File: config.mk
export PLATFORM = sky130hd
export DESIGN_NAME = lane_serializer_tx
export DESIGN_NICKNAME = d
export VERILOG_FILES = /design/src/rtl/txser_pkg.sv /design/src/rtl/txser_prbs.sv /design/src/rtl/txser_ctrl.sv /design/src/rtl/txser_datapath.sv /design/src/rtl/lane_serializer_tx.sv
export SDC_FILE = /design/constraint.sdc
export NUM_CORES = 1
export LEC_CHECK = 0
export BUFFER_PORTS_ARGS = -buffer_cell sky130_fd_sc_hd__buf_2
export CAP_MARGIN = 20
export CORE_MARGIN = 5
export CORE_UTILIZATION = 50
export DETAILED_ROUTE_END_ITERATION = 10
export GPL_TIMING_DRIVEN = 0
export PLACE_DENSITY = 0.69
export SYNTH_ARGS = -nofsm -noshare
export SYNTH_HDL_FRONTEND = slang
export SYNTH_SLANG_ARGS = --single-unit
File: constraint.sdc
create_clock -name clk -period 2.9 [get_ports clk]
set_clock_uncertainty 0.05 [all_clocks]
set_input_delay 0.145 -clock clk [delete_from_list [all_inputs] [get_ports clk]]
set_output_delay 0.145 -clock clk [all_outputs]
set_load 0.1 [all_outputs]
File: src/rtl/txser_pkg.sv
`timescale 1ns/1ps
package txser_pkg;
  localparam int LANE_CNT = 4;
  localparam int SEL_W    = $clog2(LANE_CNT);

  typedef struct packed {
    logic [SEL_W-1:0]    slot;
    logic                wordLoad;
    logic [LANE_CNT-1:0] laneLoad;
    logic                fwdRaw;
    logic                fastMode;
  } txStrobe_t;
endpackage

File: src/rtl/txser_prbs.sv
`timescale 1ns/1ps
module txser_prbs #(
  parameter int STATE_W = 7,
  parameter int TAP_HI  = 7,
  parameter int TAP_LO  = 6,
  parameter int WORD_W  = 4
) (
  input  logic              clk,
  input  logic              rst_n,
  input  logic              advance,
  output logic [WORD_W-1:0] patWord
);
  logic [STATE_W-1:0] stateQ;
  logic [STATE_W-1:0] stateNext;

  always_comb begin
    logic [STATE_W-1:0] walk;
    logic fb;
    walk    = stateQ;
    patWord = '0;
    for (int i = 0; i < WORD_W; i++) begin
      fb         = walk[TAP_HI-1] ^ walk[TAP_LO-1];
      patWord[i] = fb;
      walk       = {walk[STATE_W-2:0], fb};
    end
    stateNext = walk;
  end

  always_ff @(posedge clk or negedge rst_n) begin
    if (!rst_n)       stateQ <= '1;
    else if (advance) stateQ <= stateNext;
  end

  // Generator must never reach the lock-up state
  p_no_lockup_r5: assert property (@(posedge clk) disable iff (!rst_n)
    stateQ != '0);
endmodule

File: src/rtl/txser_ctrl.sv
`timescale 1ns/1ps
module txser_ctrl
  import txser_pkg::*;
#(
  parameter int SLOW_LOG2 = 4
) (
  input  logic      clk,
  input  logic      rst_n,
  input  logic      clkMode,
  output txStrobe_t strb
);
  localparam int CNT_W = (SLOW_LOG2 > SEL_W) ? SLOW_LOG2 : SEL_W;

  logic [CNT_W-1:0] divCnt;

  always_ff @(posedge clk or negedge rst_n) begin
    if (!rst_n) divCnt <= '0;
    else        divCnt <= divCnt + 1'b1;
  end

  always_comb begin
    strb.slot     = divCnt[SEL_W-1:0];
    strb.wordLoad = (divCnt[SEL_W-1:0] == SEL_W'(LANE_CNT-1));
    for (int k = 0; k < LANE_CNT; k++)
      strb.laneLoad[k] = (divCnt[SEL_W-1:0] == SEL_W'(k));
    strb.fwdRaw   = clkMode ? divCnt[0] : divCnt[SLOW_LOG2-1];
    strb.fastMode = clkMode;
  end
endmodule

File: src/rtl/txser_datapath.sv
`timescale 1ns/1ps
module txser_datapath
  import txser_pkg::*;
(
  input  logic                clk,
  input  logic                rst_n,
  input  txStrobe_t           strb,
  input  logic                useExt,
  input  logic [LANE_CNT-1:0] extLanes,
  input  logic [LANE_CNT-1:0] patWord,
  output logic                serialOut,
  output logic                fwdClk
);
  localparam int HALF = LANE_CNT / 2;

  logic [LANE_CNT-1:0] wordQ;
  logic [LANE_CNT-1:0] laneQ;
  logic [HALF-1:0]     levelOneQ;
  logic                selLowQ;
  logic                fwdStageQ;
  logic                fastQ1, fastQ2;
  logic [1:0]          ageQ;

  always_ff @(posedge clk or negedge rst_n) begin
    if (!rst_n)             wordQ <= '0;
    else if (strb.wordLoad) wordQ <= useExt ? extLanes : patWord;
  end

  // staggered lane holding registers
  for (genvar k = 0; k < LANE_CNT; k++) begin : g_lane
    always_ff @(posedge clk or negedge rst_n) begin
      if (!rst_n)                laneQ[k] <= 1'b0;
      else if (strb.laneLoad[k]) laneQ[k] <= wordQ[k];
    end

    // lane k moves only on the edge closing slot k
    p_lane_stagger_r3: assert property (@(posedge clk) disable iff (!rst_n)
      (laneQ[k] != $past(laneQ[k])) |-> ($past(strb.slot) == SEL_W'(k)));
  end

  // selector tree level one: pairs lane g with lane g+HALF
  for (genvar g = 0; g < HALF; g++) begin : g_level_one
    always_ff @(posedge clk or negedge rst_n) begin
      if (!rst_n) levelOneQ[g] <= 1'b0;
      else        levelOneQ[g] <= strb.slot[SEL_W-1] ? laneQ[g+HALF] : laneQ[g];
    end
  end

  // selector tree level two and matched clock path
  always_ff @(posedge clk or negedge rst_n) begin
    if (!rst_n) begin
      selLowQ   <= 1'b0;
      serialOut <= 1'b0;
      fwdStageQ <= 1'b0;
      fwdClk    <= 1'b0;
      fastQ1    <= 1'b0;
      fastQ2    <= 1'b0;
      ageQ      <= '0;
    end else begin
      selLowQ   <= strb.slot[0];
      serialOut <= selLowQ ? levelOneQ[1] : levelOneQ[0];
      fwdStageQ <= strb.fwdRaw;
      fwdClk    <= fwdStageQ;
      fastQ1    <= strb.fastMode;
      fastQ2    <= fastQ1;
      if (ageQ != 2'd3) ageQ <= ageQ + 2'd1;
    end
  end

  // external lanes land in the word register when selected
  p_ext_capture_r6: assert property (@(posedge clk) disable iff (!rst_n)
    ($past(strb.wordLoad) && $past(useExt)) |-> (wordQ == $past(extLanes)));

  // word register holds between word boundaries
  p_word_hold_r6: assert property (@(posedge clk) disable iff (!rst_n)
    (wordQ != $past(wordQ)) |-> $past(strb.wordLoad));

  // half-rate forwarded clock toggles every cycle
  p_fast_toggle_r8: assert property (@(posedge clk) disable iff (!rst_n)
    (ageQ == 2'd3 && fastQ2 && $past(fastQ2)) |-> (fwdClk != $past(fwdClk)));
endmodule

File: src/rtl/lane_serializer_tx.sv
`timescale 1ns/1ps
module lane_serializer_tx
  import txser_pkg::*;
#(
  parameter int PRBS_W    = 7,
  parameter int TAP_HI    = 7,
  parameter int TAP_LO    = 6,
  parameter int SLOW_LOG2 = 4
) (
  input  logic                clk,
  input  logic                rst_n,
  input  logic                clkMode,
  input  logic                useExt,
  input  logic [LANE_CNT-1:0] extLanes,
  output logic                serialOut,
  output logic                fwdClk
);
  txStrobe_t           strb;
  logic [LANE_CNT-1:0] patWord;

  txser_ctrl #(.SLOW_LOG2(SLOW_LOG2)) i_ctrl (
    .clk     (clk),
    .rst_n   (rst_n),
    .clkMode (clkMode),
    .strb    (strb)
  );

  txser_prbs #(
    .STATE_W (PRBS_W),
    .TAP_HI  (TAP_HI),
    .TAP_LO  (TAP_LO),
    .WORD_W  (LANE_CNT)
  ) i_prbs (
    .clk     (clk),
    .rst_n   (rst_n),
    .advance (strb.wordLoad),
    .patWord (patWord)
  );

  txser_datapath i_datapath (
    .clk       (clk),
    .rst_n     (rst_n),
    .strb      (strb),
    .useExt    (useExt),
    .extLanes  (extLanes),
    .patWord   (patWord),
    .serialOut (serialOut),
    .fwdClk    (fwdClk)
  );
endmodule

[Word-level counts from Yosys, hierarchy flattened]
Index checks and enable logic that the tools add are counted.
Cells by class
  add/subtract/negate cells: 1
  multiply operators: 0
  divide/modulo/power cells: 0
  order comparisons: 0
  equal/unequal tests: 3
  shift operators: 0
  muxes and demuxes: 5
  bitwise gates (word level): 4
  reduce and logical (&&, ||, !) cells: 1
Operators by type and width (count)
  $add 4x1->4 const B: 1
  $eq 2x2->1 const B: 2
  $mux 1: 4
  $mux 4: 1
  $xor 1x1->1: 4
  $eq 2x1->1 const B: 1
  $logic_not 2->1: 1
Storage, ports and cells
  register bits after elaboration: 25
  latch bits: 0
  memory bits (writable): 0
  memory bits (read-only): 0
  output and inout bits: 2
  word-level logic and storage cells: 27
  memories kept: 0

[Logic depth before layout (Yosys ltp)]
  depth after elaboration: 2
  mapped depth: 4
  mapped depth without buffers: 3

[Modules after synthesis]
A second synthesis with hierarchy kept.
Unflattened totals
  cell total of the unflattened synthesis: 72
  area, all modules: 1048.5 um2
By module, submodules not included
  txser_datapath: instances 1, cells each 35, area an instance 520.5 um2, sequential area each 350.3 um2
  txser_prbs: instances 1, cells each 19, area an instance 302.8 um2, sequential area each 183.9 um2
  txser_ctrl: instances 1, cells each 18, area an instance 225.2 um2, sequential area each 100.1 um2

[Least setup slack after synthesis]
Ideal clock, no wire load.
  path kind: reg-to-reg
  start point: reg i_ctrl.divCnt[0]
  end point: reg i_datapath.laneQ[3]
  setup time: 0.125 ns
  arrival: 1.073 ns
  required time: 2.725 ns
  setup slack: 1.652 ns
  stages on the path, launching flop included: 4
  buffers on the path: 1
  clock period less this slack: 1.248 ns
  path through: dfrtp_1 ha_1 buf_6 mux2_4
Between the ends
  cells in the longest elaborated chain, start to end: 1
RTL lines
  start: declaration: RTL line txser_ctrl.sv:14  | logic [CNT_W-1:0] divCnt;
  start signal: assignment: RTL line txser_ctrl.sv:18  | else divCnt <= divCnt + 1'b1;
  $eq 2x2->1: RTL line txser_ctrl.sv:25  | strb.laneLoad[k] = (divCnt[SEL_W-1:0] == SEL_W'(k));
  end signal: indexed assignment: RTL line txser_datapath.sv:33  | else if (strb.laneLoad[k]) laneQ[k] <= wordQ[k];
  end: declaration: RTL line txser_datapath.sv:17  | logic [LANE_CNT-1:0] laneQ;
No other way between the ends.
A chain may end at the register's enable or synchronous reset.

[Worst setup path in the final report]
  start point: reg i_ctrl.divCnt[1]
  end point: reg i_datapath.laneQ[3]
The elaborated chain is that of the path after synthesis.

==> impl_metrics.ini <==
[status]
status = completed

[clock_network]
htree_levels = 1
post_cts_buffers = 0
cts-resized-gates = 0
clockBufferDepth = 2
cts_tree = yes
clk_pin_slew_ns = 0.13
clock-sinks = 25
cts_made_buffers = 3
clk-insertion-delay-late_ns = 0.32
cts_root_buf = clkbuf_4

[worst_hold_path]
hold_class = in -> reg
hold_end = i_datapath.fwdStageQ
min_from = clkMode
min_path_cells = 2

[logic_synthesis]
ys.warnings.count = 0
synth_edf_count = 0
synth_async_sr_flop_share = 1.000
synth.area.top_cells = dfrtp_1 44%, dfstp_2 18%, mux2_4 5.8%
ys_ff_latch = 25
synth_cell_types = 17
yosysTopAreaCell = dfrtp_1
syn_area_per_cell_um2 = 14.28
synth_top_area_share = 0.4380
synth.net_count = 84
yosysMostFrequentCell = dfrtp_1
synthesis.area_um2 = 1028
synth_top_flop_cell = dfrtp_1
syn_inst = 72
synth_seq_area_share = 0.6168
yosys-top-cells-count = 18 x dfrtp_1, 7 x dfstp_2

[routing]
routed_wl_um = 1425
wl_per_cell_um = 12.61
firstDrtPassIters = 2
ant_nets = 0
drc = 0
drt-initial-drc-count = 3
vias = 558
via_per_inst = 4.938

[setup_path]
cp.required_ns = 3.07
rrSetupSlack_ns = 1.53
worstReg2RegStart = i_ctrl.divCnt[1]
start_kind = flip-flop
r2r_end = i_datapath.laneQ[3]
worstPathMaxFanout = 10
crit_type = reg -> reg
rr_worst_depth = 3
worstPathArrival_ns = 1.54
worstSetupEndpointType = flip-flop

[die]
die_w_um = 55.36
core_area_um2 = 1962
row_count = 16
die_area_um2 = 3064
start_util = 0.5242
die_h_um = 55.36
io_pins = 10

[pwr]
ir_drop_v = 0.0004193
power.leakage_nw = 0.5192
power.density_nw_per_um2 = 470.6
total_power_w = 0.0005387

[placed_design]
dp.final_hpwl_um = 1016
numPortBuffers = 9
placedInstanceArea_um2 = 1107
post-place-ws_ns = 1.536
gp_congestion = 0.7806

[sta]
setup_slack_ns = 1.532
period_share = 0.4716
finalSetupViolCount = 0
drv_slew = 0
whs_ns = 0.01524
period_minus_slack_ns = 1.368
hold_viol = 0
tightest_slew_ns = 0.5228
clock.fmax_ghz = 0.7312
rsz0062_at_grt = false
relSlewSlack = 0.6515
setup_tns_ns = 0

[layout]
stdcell_area_um2 = 1145
final-seq-area_um2 = 634.4
fillers = 178
n_antenna_cell = 0
area_growth_pct = 11.31
drive_gt1_frac = 0.3721
nNetsFinal = 99
multi_input_area_um2 = 367.9

[global_route]
antenna_found_initial = 0
overflow = 0
grt_max_degree = 26
globalRouteTotalUtil = 0.1089
grt_pass1_wl_um = 2628
grt_pass1_vias = 615

[job]
drv_cap = 0
-- power breakdown --
part,switching (W),total [W],internal [W]
combinational,0.0000167,0.0000278,0.0000111
clock,0.0000992,0.000151,0.0000516
sequential,0.00000326,0.000360,0.000357
total,0.000119,0.000539,0.000420
-- critical path: stages (launching register included) --
cell,delay (ns)
dfrtp_1,0.48
ha_1,0.27
buf_6,0.17
mux2_4,0.30
-- layout make-up --
type                            instances  share of cell area
Sequential cell                        25              0.5541
Timing Repair Buffer                   10             0.04809
Tap cell                               27             0.02951
Multi-Input combinational cell         43              0.3213
Clock inverter                          1            0.004372
Clock buffer                            3             0.01967
Buffer                                  2             0.01639
Inverter                                2            0.006557
-- registers in the layout, indices dropped and copies added (netlist names) --
name,cells
i_datapath.selLowQ,1
i_datapath.fwdClk,1
i_datapath.levelOneQ,2
i_datapath.fwdStageQ,1
i_ctrl.divCnt,4
i_prbs.stateQ,7
i_datapath.serialOut,1
i_datapath.laneQ,4
i_datapath.wordQ,4
-- worst max-delay path by stage --
stage / from / endpoint / slack, ns / cells past startpoint
after global routing: i_ctrl.divCnt[1] / i_datapath.laneQ[3] / 1.45 / 3
final: i_ctrl.divCnt[1] / i_datapath.laneQ[3] / 1.53 / 3
after floorplan: i_ctrl.divCnt[0] / i_datapath.laneQ[3] / 1.65 / 3
after global placement: i_ctrl.divCnt[1] / i_datapath.laneQ[3] / 1.55 / 3
after CTS: i_ctrl.divCnt[1] / i_datapath.laneQ[3] / 1.52 / 3
after detailed placement: i_ctrl.divCnt[1] / i_datapath.laneQ[3] / 1.54 / 3
-- cells in the final DEF (no fill, tap or decap) --
cell,count
nand3_1,5
buf_2,9
inv_1,2
dlygate4sd3_1,1
o211ai_2,1
nor2_1,4
mux2_4,4
clkinv_2,1
mux2_2,5
dfrtp_1,18
o211ai_1,3
buf_4,1
xnor2_1,5
ha_1,4
mux2_1,2
xor2_1,1
clkbuf_4,3
dfstp_2,7
a21oi_1,4
buf_6,1
nand2b_1,5
-- cell families (layout without fill, tap and decap cells) --
group | Yosys count | count (layout) | synth area share
flops | 25 | 25 | 0.6168
simple gates | 14 | 14 | 0.06933
mux | 11 | 11 | 0.1350
compound gates | 8 | 8 | 0.05353
xor+xnor | 6 | 6 | 0.05109
fa+ha+maj | 4 | 4 | 0.04866
buf+inv | 4 | 18 | 0.02555
-- metrics by stage --
step / util / cells
2_1_floorplan: - / 72
3_3_place_gp: 0.5644 / 108
3_5_place_dp: 0.5644 / 108
4_1_cts: 0.5835 / 113
5_1_grt: 0.5835 / 113
6_report: 0.5835 / 113
-- layer usage --
metal  wire length, µm  GRT usage  part of all wire
met5                 0          0                 0
met4                 9    0.03125            0.0063
met3                65    0.04895             0.046
met2               668     0.1706              0.47
met1               681     0.1352              0.48
-- repair_timing --
item,CTS,global route
hold endpoints to repair,18,0
hold buffers,1,0
setup endpoints to repair,0,0
Power figures use the tool's default switching activity.
